## src/rtl/sqdist_pkg.sv

```systemverilog
package sqdist_pkg;
    localparam int FP_EXP_W = 8;
    localparam int FP_MAN_W = 23;
    localparam int FP_BIAS  = 127;

    typedef enum logic {
        SUM_ZERO    = 1'b0,
        SUM_NONZERO = 1'b1
    } sum_class_e;
endpackage

```

## src/rtl/sqdist_absdiff.sv

```systemverilog
module sqdist_absdiff #(
    parameter int W = 11
) (
    input  logic [W-1:0] a,
    input  logic [W-1:0] b,
    output logic [W-1:0] d
);
    always_comb begin
        if (a >= b) d = a - b;
        else        d = b - a;
    end

    // Adding the difference to the smaller operand must give back the larger one.
    always_comb begin
        assert_absdiff_R1: assert ((W+1)'(d) + (W+1)'((a < b) ? a : b) == (W+1)'((a < b) ? b : a));
    end
endmodule

```

## src/rtl/sqdist_square.sv

```systemverilog
module sqdist_square #(
    parameter int W = 11
) (
    input  logic [W-1:0]   d,
    output logic [2*W-1:0] p
);
    always_comb p = (2*W)'(d) * (2*W)'(d);
endmodule

```

## src/rtl/sqdist_to_float.sv

```systemverilog
module sqdist_to_float
    import sqdist_pkg::*;
#(
    parameter int SUM_W     = 24,
    parameter int POINT_POS = 0
) (
    input  logic             clk,
    input  logic             rst_n,
    input  logic             in_vld,
    input  logic [SUM_W-1:0] sum,
    output logic             out_vld,
    output logic [31:0]      out_word
);
    localparam int LZ_W    = $clog2(SUM_W + 1);
    localparam int EXP_TOP = FP_BIAS - POINT_POS + SUM_W - 1;
    localparam int EXP_LOW = FP_BIAS - POINT_POS;

    function automatic logic [LZ_W-1:0] lead_zeros(input logic [SUM_W-1:0] v);
        logic [LZ_W-1:0] n;
        logic            seen;
        n    = '0;
        seen = 1'b0;
        for (int i = SUM_W - 1; i >= 0; i--) begin
            if (!seen) begin
                if (v[i]) seen = 1'b1;
                else      n    = n + 1'b1;
            end
        end
        return n;
    endfunction

    sum_class_e          cls;
    logic [LZ_W-1:0]     lz;
    logic [SUM_W-1:0]    aligned;
    logic [FP_EXP_W-1:0] exp_f;
    logic [FP_MAN_W-1:0] frac_f;
    logic [31:0]         word_c;

    always_comb begin
        cls     = (sum == '0) ? SUM_ZERO : SUM_NONZERO;
        lz      = lead_zeros(sum);
        aligned = sum << lz;
        exp_f   = FP_EXP_W'(EXP_TOP - int'(lz));
    end

    generate
        if (SUM_W - 1 >= FP_MAN_W) begin : g_frac_cut
            assign frac_f = aligned[SUM_W-2 -: FP_MAN_W];
        end else begin : g_frac_pad
            assign frac_f = {aligned[SUM_W-2:0], {(FP_MAN_W - SUM_W + 1){1'b0}}};
        end
    endgenerate

    always_comb begin
        unique case (cls)
            SUM_ZERO:    word_c = 32'h0;
            SUM_NONZERO: word_c = {1'b0, exp_f, frac_f};
            default:     word_c = 32'h0;
        endcase
    end

    always_ff @(posedge clk or negedge rst_n) begin
        if (!rst_n) begin
            out_vld  <= 1'b0;
            out_word <= 32'h0;
        end else begin
            out_vld <= in_vld;
            if (in_vld) out_word <= word_c;
        end
    end

    // The normalising shift must leave a one in the top bit for a nonzero total.
    always_comb begin
        if (in_vld && sum != '0) begin
            assert_lead_one_R4: assert (aligned[SUM_W-1]);
        end
    end

    assert_zero_code_R5: assert property (@(posedge clk) disable iff (!rst_n)
        (in_vld && sum == '0) |=> (out_word == 32'h0));

    assert_exp_range_R3: assert property (@(posedge clk) disable iff (!rst_n)
        (in_vld && sum != '0) |=> (int'(out_word[30:23]) >= EXP_LOW &&
                                   int'(out_word[30:23]) <= EXP_TOP));
endmodule

```

## src/rtl/sqdist_fp_front.sv

```systemverilog
module sqdist_fp_front #(
    parameter int COORD_W   = 11,
    parameter int POINT_POS = 0
) (
    input  logic               clk,
    input  logic               rst_n,
    input  logic               in_valid,
    input  logic [COORD_W-1:0] ax,
    input  logic [COORD_W-1:0] ay,
    input  logic [COORD_W-1:0] az,
    input  logic [COORD_W-1:0] bx,
    input  logic [COORD_W-1:0] by,
    input  logic [COORD_W-1:0] bz,
    output logic               out_valid,
    output logic [31:0]        out_word
);
    localparam int AXES  = 3;
    localparam int SQ_W  = 2 * COORD_W;
    localparam int SUM_W = SQ_W + 2;

    logic [COORD_W-1:0] pa [AXES];
    logic [COORD_W-1:0] pb [AXES];
    logic [COORD_W-1:0] diff_c [AXES];
    logic [COORD_W-1:0] s1_d [AXES];
    logic [SQ_W-1:0]    sq_c [AXES];
    logic [SQ_W-1:0]    s2_sq [AXES];
    logic [SUM_W-1:0]   s3_sum;
    logic               s1_v, s2_v, s3_v;

    always_comb begin
        pa[0] = ax; pa[1] = ay; pa[2] = az;
        pb[0] = bx; pb[1] = by; pb[2] = bz;
    end

    generate
        for (genvar g = 0; g < AXES; g++) begin : g_axis
            sqdist_absdiff #(.W(COORD_W)) u_diff (
                .a (pa[g]),
                .b (pb[g]),
                .d (diff_c[g])
            );
            sqdist_square #(.W(COORD_W)) u_sq (
                .d (s1_d[g]),
                .p (sq_c[g])
            );
        end
    endgenerate

    always_ff @(posedge clk or negedge rst_n) begin
        if (!rst_n) begin
            s1_v   <= 1'b0;
            s2_v   <= 1'b0;
            s3_v   <= 1'b0;
            s3_sum <= '0;
            for (int i = 0; i < AXES; i++) begin
                s1_d[i]  <= '0;
                s2_sq[i] <= '0;
            end
        end else begin
            s1_v <= in_valid;
            s2_v <= s1_v;
            s3_v <= s2_v;
            for (int i = 0; i < AXES; i++) begin
                if (in_valid) s1_d[i]  <= diff_c[i];
                if (s1_v)     s2_sq[i] <= sq_c[i];
            end
            if (s2_v) s3_sum <= SUM_W'(s2_sq[0]) + SUM_W'(s2_sq[1]) + SUM_W'(s2_sq[2]);
        end
    end

    sqdist_to_float #(.SUM_W(SUM_W), .POINT_POS(POINT_POS)) u_conv (
        .clk      (clk),
        .rst_n    (rst_n),
        .in_vld   (s3_v),
        .sum      (s3_sum),
        .out_vld  (out_valid),
        .out_word (out_word)
    );

    // Checker state: edges seen since reset, saturating at the pipeline depth.
    logic [2:0] warm;
    always_ff @(posedge clk or negedge rst_n) begin
        if (!rst_n)            warm <= '0;
        else if (warm != 3'd4) warm <= warm + 3'd1;
    end

    assert_valid_latency_R7: assert property (@(posedge clk) disable iff (!rst_n)
        (warm == 3'd4) |-> (out_valid == $past(in_valid, 4)));

    assert_sign_clear_R6: assert property (@(posedge clk) disable iff (!rst_n)
        out_valid |-> !out_word[31]);

    assert_no_overflow_R2: assert property (@(posedge clk) disable iff (!rst_n)
        s2_v |=> (s3_sum >= SUM_W'($past(s2_sq[0])) &&
                  s3_sum >= SUM_W'($past(s2_sq[1])) &&
                  s3_sum >= SUM_W'($past(s2_sq[2]))));
endmodule

```

## config.mk

```make
export PLATFORM = sky130hd
export DESIGN_NAME = sqdist_fp_front
export DESIGN_NICKNAME = d
export VERILOG_FILES = /design/src/rtl/sqdist_pkg.sv /design/src/rtl/sqdist_absdiff.sv /design/src/rtl/sqdist_square.sv /design/src/rtl/sqdist_to_float.sv /design/src/rtl/sqdist_fp_front.sv
export SDC_FILE = /design/constraint.sdc
export NUM_CORES = 1
export LEC_CHECK = 0
export ABC_CLOCK_PERIOD_IN_PS = 24800
export BUFFER_PORTS_ARGS = -buffer_cell sky130_fd_sc_hd__buf_4
export CAP_MARGIN = 0
export CELL_PAD_IN_SITES_DETAIL_PLACEMENT = 1
export CELL_PAD_IN_SITES_GLOBAL_PLACEMENT = 2
export CORE_MARGIN = 4
export CORE_UTILIZATION = 44
export DETAILED_ROUTE_END_ITERATION = 8
export PLACE_DENSITY = 0.95
export SLEW_MARGIN = 5
export SYNTH_ARGS = -nofsm -noshare
export SYNTH_HDL_FRONTEND = slang
export SYNTH_SLANG_ARGS = --single-unit
export TNS_END_PERCENT = 20
```

## constraint.sdc

```tcl
create_clock -name clk -period 24.8 [get_ports clk]
set_clock_uncertainty 0.05 [all_clocks]
set_input_delay 2.48 -clock clk [delete_from_list [all_inputs] [get_ports clk]]
set_output_delay 2.48 -clock clk [all_outputs]
set_load 0.005 [all_outputs]
```

Yosys cells after proc, flatten, opt, wreduce, memory -nomap -nowiden
Cells that the tools add are included.
{"block": "word_totals", "ff_bits": 159, "latchBits": 0, "mem_bits_rw": 0, "mem_bits_ro": 0, "output_inout_bits": 33, "word_cells": 149, "mem_count": 0}
{"block": "op_classes", "n_addsub": 32, "mul": 3, "n_div": 0, "order_cmp": 3, "eq_ne": 0, "shift": 1, "n_mux": 97, "n_bitwise": 0, "reduce_logical": 1}
{"cell": "$mux W5", "n": 46}
{"cell": "$add A5 B1 Y5 const B", "n": 22}
{"cell": "$mul A11 B11 Y22", "n": 3}
{"cell": "$sub A11 B11 Y11", "n": 6}
{"cell": "$pmux W32 S2", "n": 1}
{"cell": "$mux W1", "n": 47}
{"cell": "$ge A11 B11 Y1", "n": 3}
{"cell": "$mux W11", "n": 3}
{"cell": "$add A23 B22 Y24", "n": 1}
{"cell": "$logic_not A24 Y1", "n": 1}
{"cell": "$shl A24 B5 Y23", "n": 1}
{"cell": "$add A22 B22 Y23", "n": 1}
{"cell": "$sub A8 B5 Y8 const A", "n": 1}
{"cell": "$add A1 B1 Y2 const B", "n": 1}

Depth between registers and ports, before layout
Gate-level depths: netlist of the first run.
{"block": "depth", "word_depth": 72, "mapped_depth": 59, "ltp_nobuf": 57}

Cells and area by module
From an unflattened synthesis of the first run, not the netlist that was laid out.
{"block": "unflattened", "hier_cells": 2825, "area_unflattened_um2": 25057.8}
{"module": "sqdist_fp_front", "n_inst": 1, "cells_per_inst": 470, "area_per_inst_um2": 6254.7, "seq_area_each_um2": 3153.0}
{"module": "sqdist_to_float", "n_inst": 1, "cells_per_inst": 676, "area_per_inst_um2": 5196.2, "seq_area_each_um2": 800.8}
{"module": "sqdist_square (g_axis[0].u_sq)", "n_inst": 1, "cells_per_inst": 435, "area_per_inst_um2": 3638.5, "seq_area_each_um2": 0.0}
{"module": "sqdist_square (g_axis[2].u_sq)", "n_inst": 1, "cells_per_inst": 417, "area_per_inst_um2": 3553.4, "seq_area_each_um2": 0.0}
{"module": "sqdist_square (g_axis[1].u_sq)", "n_inst": 1, "cells_per_inst": 404, "area_per_inst_um2": 3404.5, "seq_area_each_um2": 0.0}
{"module": "sqdist_absdiff", "n_inst": 3, "cells_per_inst": 141, "area_per_inst_um2": 1003.5, "seq_area_each_um2": 0.0}

Worst setup path after synthesis of the first run
No wires, ideal clock.
{"block": "synth_timing", "kind": "register -> register", "from": "reg s3_sum[23]", "to": "reg u_conv.out_word[19]", "t_arrival_ns": 11.088, "setup_slack_ns": 13.521, "stages_incl_launch_ff": 56, "path_buffers": 2, "path_cell_list": "dfrtp_1 > buf_2 > nor2_1 > ha_1 > or3_1 > and2_1 > ha_1 > nor2b_1 > o211ai_1 > o211ai_1 > nand2_1 > ha_1 > mux2_2 > o41a_1 > a31oi_1 > o21ai_0 > ha_1 > mux2_2 > [... 20 more ...] > ha_1 > inv_1 > o21ai_0 > mux2_2 > ha_1 > mux2_2 > ha_1 > nor2b_1 > xnor2_1 > nor2_1 > xnor2_1 > buf_2 > mux2i_1 > o21ai_0 > mux2i_1 > mux2i_1 > mux2i_1 > o22ai_1"}
{"block": "synth_via", "elab_chain_len": 72}
{"element": "start, declared", "line_no": "sqdist_fp_front.sv:27", "rtl": "logic [SUM_W-1:0] s3_sum;"}
{"element": "start signal, assigned", "line_no": "sqdist_fp_front.sv:67", "rtl": "if (s2_v) s3_sum <= SUM_W'(s2_sq[0]) + SUM_W'(s2_sq[1]) + SUM_W'(s2_sq[2]);"}
{"element": "$mux W1", "line_no": "sqdist_to_float.sv:25", "rtl": "if (v[i]) seen = 1'b1;"}
{"element": "$add A1 B1 Y2", "line_no": "sqdist_to_float.sv:26", "rtl": "else n = n + 1'b1;"}
{"element": "$mux W5", "line_no": "sqdist_to_float.sv:25"}
{"element": "$mux W5", "line_no": "sqdist_to_float.sv:24", "rtl": "if (!seen) begin"}
{"element": "$add A5 B1 Y5", "line_no": "sqdist_to_float.sv:26"}
{"element": "$mux W5", "line_no": "sqdist_to_float.sv:25"}
{"element": "$mux W5", "line_no": "sqdist_to_float.sv:24"}
{"element": "$add A5 B1 Y5", "line_no": "sqdist_to_float.sv:26"}
{"element": "[... 56 more ...]"}
{"element": "$add A5 B1 Y5", "line_no": "sqdist_to_float.sv:26"}
{"element": "$mux W5", "line_no": "sqdist_to_float.sv:25"}
{"element": "$mux W5", "line_no": "sqdist_to_float.sv:24"}
{"element": "$add A5 B1 Y5", "line_no": "sqdist_to_float.sv:26"}
{"element": "$mux W5", "line_no": "sqdist_to_float.sv:25"}
{"element": "$mux W5", "line_no": "sqdist_to_float.sv:24"}
{"element": "$shl A24 B5 Y23", "line_no": "sqdist_to_float.sv:42", "rtl": "aligned = sum << lz;"}
{"element": "$pmux W32 S2 *", "line_no": "sqdist_to_float.sv:55", "rtl": "unique case (cls)"}
{"element": "end signal, assigned", "line_no": "sqdist_to_float.sv:68", "rtl": "if (in_vld) out_word <= word_c;"}
{"element": "end, declared", "line_no": "sqdist_to_float.sv:12", "rtl": "output logic [31:0] out_word"}
Every way passes the cells marked *; elsewhere a longest branch is shown, timed or not. The select of a mux whose other input is x is not followed.
A chain may end at the register's enable or synchronous reset.

Final worst setup path of the first run
{"block": "layout_timing", "from": "reg s3_sum[23]", "to": "reg u_conv.out_word[17]"}
The elaborated chain is that of the path after synthesis.

==> flow_metrics.py, run 1 <==
metrics = {
    "setup_path": {
        "required_ns": 25.15,
        "crit_start": "s3_sum[23]",
        "end_kind": "flip-flop",
        "critical_path_class": "reg2reg",
        "reg2reg_from": "s3_sum[23]",
        "r2r_end": "u_conv.out_word[17]",
        "worst-path-max-fanout": 22,
        "slowest_delay_ns": 0.60,
        "reg2reg_slack_ns": 11.55,
        "slowest_stage": "or3_1",
        "cp_common_cell": "ha_1",
        "cp-start-kind": "flip-flop",
        "arrival_ns": 13.61,
        "rr_worst_depth": 55,
        "endpoint": "u_conv.out_word[17]",
    },
    "logic_synthesis": {
        "ys_ff_latch": 155,
        "ys_seq_area_frac": 0.169,
        "avgSynthCellArea_sq_um": 8.96,
        "synthCells": 2566,
        "ys_types": 88,
        "synth_ff_type": "dfrtp_1",
        "async_flop_share": 1.00,
        "synthesis.area_sq_um": 23000,
        "synth_edf_count": 0,
        "ys_warn_count": 0,
    },
    "timing": {
        "fin_crit_sh": 0.534,
        "rsz0062_at_grt": "false",
        "maxSlewViolCount": 0,
        "fin_ws_ns": 11.55,
        "worst_pin_slew_ns": 1.18,
        "hold_violations": 0,
        "max_freq_mhz": 75.5,
        "tns_ns": 0,
        "setup_viol": 0,
        "period_minus_slack_ns": 13.25,
        "max_slew_margin": 0.213,
    },
    "placement": {
        "io_buffers": 100,
        "dp_cells": 3256,
        "gp_congestion": 0.894,
        "pre_cts_ws_ns": 11.77,
        "detailed_place_hpwl_mm": 47.4,
    },
    "global_routing": {
        "grt.total_usage": 0.215,
        "grt_overflow": 0,
        "antenna_found_initial": 0,
        "grt_max_degree": 84,
        "grt_pass1_vias": 20100,
        "grt_pass1_wl_mm": 100,
    },
    "final_layout": {
        "nFillCells": 6100,
        "final_layout_size_suffix_gt1_frac": 0.101,
        "layout_common_cells": "inv_1, ha_1, fa_1",
        "multiInputGateArea_sq_um": 17100,
        "n_antenna_cell": 0,
        "nNetsFinal": 3142,
        "regArea_sq_um": 3880,
        "syn_to_final_growth_pct": 8.09,
        "utilization": 0.483,
        "final_cells": 3288,
        "layout_commonest_cell": "inv_1",
    },
    "clock_network": {
        "clk_pin_slew_worst_paths_ns": 0.08,
        "insertion_delay_ns": 0.48,
        "cts_resized": 0,
        "cts_max_path_buffers": 2,
        "cts_tree": "yes",
        "cts_made_buffers": 17,
        "clockRootBuffer": "clkbuf_16",
        "hold_buffers": 0,
        "post-cts-setup-buffer-count": 0,
        "htreeDepth": 4,
        "cts.sinks": 155,
    },
    "detailed_routing": {
        "antenna_left": 0,
        "viasPerCell": 5.42,
        "drc": 0,
        "wirelength_mm": 59.0,
        "initialDrtViolationCount": 734,
        "dr.pass1.iters": 6,
        "vias": 17800,
        "wl_per_cell_um": 18.0,
    },
    "die": {
        "die_w_um": 237,
        "dieHeight_um": 237,
        "core_sq_um": 51500,
        "core.rowCount": 83,
        "dieArea_sq_um": 56000,
        "ios": 102,
        "start_util": 0.447,
    },
    "worst_hold_path": {
        "hold_path_class": "reg2reg",
        "hp-start": "u_conv.out_word[23]",
    },
    "flow_run": {
        "maxCapViolations": 0,
    },
    "run_status": {
        "status": "finished clean",
    },
}
how the worst min path moves through the flow:
stage | end | cells after the start
2_1_floorplan | s2_v | 0
3_3_place_gp | u_conv.out_word[23] | 1
3_5_place_dp | u_conv.out_word[23] | 1
4_1_cts | u_conv.out_word[23] | 1
5_1_grt | u_conv.out_word[23] | 1
6_report | u_conv.out_word[23] | 1
critical path, delay by kind of cell (launching register included):
family / cells / cell delay, ns
mux: 7 / 1.65
compound gates: 20 / 3.37
simple gates: 13 / 3.16
fa+ha+maj: 11 / 3.41
flops: 1 / 0.49
buf+inv: 3 / 0.91
xor+xnor: 1 / 0.15
metal layers:
| metal | track usage | vias to the layer above | routed length [um] |
|---|---|---|---|
| met3 | 0.0277 | 81 | 1430 |
| met2 | 0.394 | 244 | 30600 |
| met1 | 0.264 | 9002 | 25500 |
| met5 | 0 | - | 0 |
| met4 | 0.0605 | 0 | 1480 |
| li1 | - | 8501 | - |
cells by family (layout without fill, tap and decap cells):
| group | count (synthesis) | after routing | share of synthesized area |
|---|---|---|---|
| simple gates | 608 | 608 | 0.133 |
| buf+inv | 522 | 561 | 0.0869 |
| fa+ha+maj | 481 | 481 | 0.332 |
| compound gates | 467 | 467 | 0.132 |
| mux | 169 | 169 | 0.0786 |
| xor+xnor | 163 | 163 | 0.0685 |
| flops | 155 | 155 | 0.169 |
| other cells | 1 | 4 | 0.000163 |
final cells by class:
class	instances	share of cell area
repair buffers	112	0.0340
clock buffers	20	0.0180
multi-input cells	1892	0.690
clock inverters	12	0.00508
flip-flops and latches	155	0.156
well taps	680	0.0342
inverters	417	0.0630
through the flow:
| stage | instance area, sq um | hold slack, ns |
|---|---|---|
| floorplan | 23000 | 0.302 |
| global placement | 24300 | 0.446 |
| detailed placement | 24300 | 0.459 |
| CTS | 24900 | 0.475 |
| global route | 24900 | 0.482 |
| finish | 24900 | 0.466 |
sequential cells by signal, indices dropped and copies added (netlist names):
name and flops:
s2_v 1, s3_v 1, u_conv.out_word 31, u_conv.out_vld 1, s2_sq 63, s1_d 33, s1_v 1, s3_sum 24
cell usage after synthesis (all sizes together), types with 12 or more instances:
cell type,number,area [sq um]
nand2b,33,206
inv,416,1560
nor2,123,467
mux2i,86,873
nor2b,41,257
nand3,18,90.1
o21bai,39,293
a31oi,17,106
dfrtp,155,3880
and3,14,87.6
o22ai,35,263
nand2,181,679
a21o,46,345
nor3,27,135
o211ai,12,90.1
o21ai,82,422
o21a,18,135
buf,17,104
fa,217,4340
xnor2,114,1040
mux2,83,935
xor2,42,375
clkbuf,88,330
and2,108,676
ha,261,3270
or3,18,118
a211oi,23,173
a21oi,139,703
Power of run 1 is not shown: default switching activity piles up to over one toggle a cycle in this logic, so the estimate is an artifact.
==> inputs of run 2 (changes only) <==
--- a/config.mk
+++ b/config.mk
@@ -5,15 +5,15 @@
 export SDC_FILE = /design/constraint.sdc
 export NUM_CORES = 1
 export LEC_CHECK = 0
-export ABC_CLOCK_PERIOD_IN_PS = 24800
+export ABC_CLOCK_PERIOD_IN_PS = 12800
 export BUFFER_PORTS_ARGS = -buffer_cell sky130_fd_sc_hd__buf_4
 export CAP_MARGIN = 0
 export CELL_PAD_IN_SITES_DETAIL_PLACEMENT = 1
 export CELL_PAD_IN_SITES_GLOBAL_PLACEMENT = 2
 export CORE_MARGIN = 4
-export CORE_UTILIZATION = 44
+export CORE_UTILIZATION = 41
 export DETAILED_ROUTE_END_ITERATION = 8
-export PLACE_DENSITY = 0.95
+export PLACE_DENSITY = 0.93
 export SLEW_MARGIN = 5
 export SYNTH_ARGS = -nofsm -noshare
 export SYNTH_HDL_FRONTEND = slang
==> constraint.sdc (replaced) <==
create_clock -name clk -period 12.8 [get_ports clk]
set_clock_uncertainty 0.05 [all_clocks]
set_input_delay 1.28 -clock clk [delete_from_list [all_inputs] [get_ports clk]]
set_output_delay 1.28 -clock clk [all_outputs]
set_load 0.005 [all_outputs]
==> run 2 against run 1 <==
Compared with the run above:
- core utilization shrank 2.9 points
- count of clock-buffer cells in the layout is 2 lower
- non-clock buffer count increased by 11
- register-to-register slack got worse by 11 ns
- final area grew 0.84%
- critical path type unchanged
==> flow_metrics.py, run 2 (same netlist as run 1, synthesis figures left out) <==
metrics = {
    "global_routing": {
        "grt_max_degree": 105,
        "grt_overflow": 0,
        "antenna_found_initial": 0,
        "grt_pass1_wl_mm": 99.0,
        "grt_pass1_vias": 19900,
        "grt.total_usage": 0.199,
    },
    "clock_network": {
        "cts_made_buffers": 17,
        "cts_tree": "yes",
        "insertion_delay_ns": 0.48,
        "cts_max_path_buffers": 2,
        "htreeDepth": 4,
        "cts.sinks": 155,
        "clockRootBuffer": "clkbuf_16",
        "clk_pin_slew_worst_paths_ns": 0.07,
    },
    "placement": {
        "gp_congestion": 0.846,
        "io_buffers": 100,
        "detailed_place_hpwl_mm": 47.3,
    },
    "final_layout": {
        "top_register": "s2_sq",
        "layout_common_cells": "inv_1, ha_1, fa_1",
        "n_antenna_cell": 0,
        "layout_commonest_cell": "inv_1",
        "nFillCells": 6544,
        "syn_to_final_growth_pct": 9.00,
        "final_layout_size_suffix_gt1_frac": 0.109,
        "reg_top3": "s2_sq: 63 flops, s1_d: 33 flops, u_conv.out_word: 31 flops",
        "largest_reg_flops": 63,
        "nNetsFinal": 3153,
    },
    "setup_path": {
        "required_ns": 13.10,
        "worst-path-max-fanout": 21,
        "cp_common_cell": "ha_1",
        "reg2reg_slack_ns": 0.74,
        "arrival_ns": 12.35,
        "slowest_stage": "dfrtp_2",
        "end_kind": "flip-flop",
        "critical_path_class": "reg2reg",
        "slowest_delay_ns": 0.49,
        "cp-start-kind": "flip-flop",
    },
    "detailed_routing": {
        "drc": 0,
        "initialDrtViolationCount": 673,
        "viasPerCell": 5.29,
        "vias": 17800,
        "dr.pass1.iters": 4,
        "wl_per_cell_um": 17.3,
        "wirelength_mm": 58.2,
        "antenna_left": 0,
    },
    "worst_hold_path": {
        "hold_path_class": "reg2reg",
    },
    "timing": {
        "period_minus_slack_ns": 12.06,
        "max_freq_mhz": 82.9,
        "setup_viol": 0,
        "maxSlewViolCount": 0,
        "hold_ws_ns": 0.470,
        "max_slew_margin": 0.207,
        "fin_crit_sh": 0.942,
        "hold_violations": 0,
        "worst_pin_slew_ns": 1.19,
    },
    "die": {
        "ios": 102,
        "core.rowCount": 86,
        "start_util": 0.416,
        "dieHeight_um": 245,
        "die_w_um": 245,
        "dieArea_sq_um": 60000,
        "core_sq_um": 55300,
    },
    "run_status": {
        "status": "finished clean",
    },
    "flow_run": {
        "maxCapViolations": 0,
    },
}
run 2: changes by cell type in the layout (fill, tap and decap cells not counted), moves of 2 or more:
cell / previous run / this run
buf_4: 111 / 122
clkinvlp_4: 1 / 4
dfrtp_1: 154 / 152
dfrtp_2: 1 / 3
o21ai_0: 79 / 77
run 2: worst paths after layout:
kind | startpoint | end | depth (start not counted)
max | s3_sum[22] | u_conv.out_word[19] | 57
min | u_conv.out_word[23] | u_conv.out_word[23] | 1
max reg2reg | s3_sum[22] | u_conv.out_word[19] | 57
min reg2reg | u_conv.out_word[23] | u_conv.out_word[23] | 1
max in group asynchronous | rst_n | s3_sum[22] | 2
min in group asynchronous | rst_n | s1_d[19] | 1
run 2: layer usage:
layer	global-route usage	vias up	wire length [um]
met3	0.0231	61	1230
met4	0.0485	0	970
met5	0	-	0
met1	0.246	9023	25400
li1	-	8512	-
met2	0.370	211	30600
run 2: critical path, delay by kind of cell, from the launching register on:
family / cells / cell delay [ns]
AO/OA/AOI/OAI: 21 / 3.59
XOR/XNOR: 1 / 0.15
adder cells (fa/ha/maj): 11 / 3.25
buffers and inverters: 2 / 0.30
flip-flops: 1 / 0.49
multiplexers: 9 / 1.87
AND/OR/NAND/NOR: 13 / 2.25
run 2: timing repair:
action                                  CTS  global route
setup buffers                             0             9
gates resized for setup                   0            13
hold buffers                              0             0
endpoints found under the setup margin    0            30
run 2: final cells by class:
type                    count  area [sq um]  area share
clock inverters            14           135     0.00539
clock buffers              18           429      0.0171
multi-input cells        1892         17200       0.686
inverters                 417          1570      0.0626
flip-flops and latches    155          3880       0.155
repair buffers            123           927      0.0370
well taps                 748           936      0.0373
run 2: through the flow:
| step | instance area, sq um | cells | setup slack, ns | setup TNS [ns] | utilization |
|---|---|---|---|---|---|
| after CTS | 25000 | 3358 | 0.0962 | 0 | 0.451 |
| after global routing | 25100 | 3367 | -0.0283 | -0.0283 | 0.453 |
| after floorplan | 23000 | 2569 | 1.52 | 0 | - |
| after detailed placement | 24400 | 3326 | 0.128 | 0 | 0.441 |
| final | 25100 | 3367 | 0.743 | 0 | 0.453 |
| after global placement | 24400 | 3326 | 0.654 | 0 | 0.441 |
Power of run 2 is left out for the same reason.
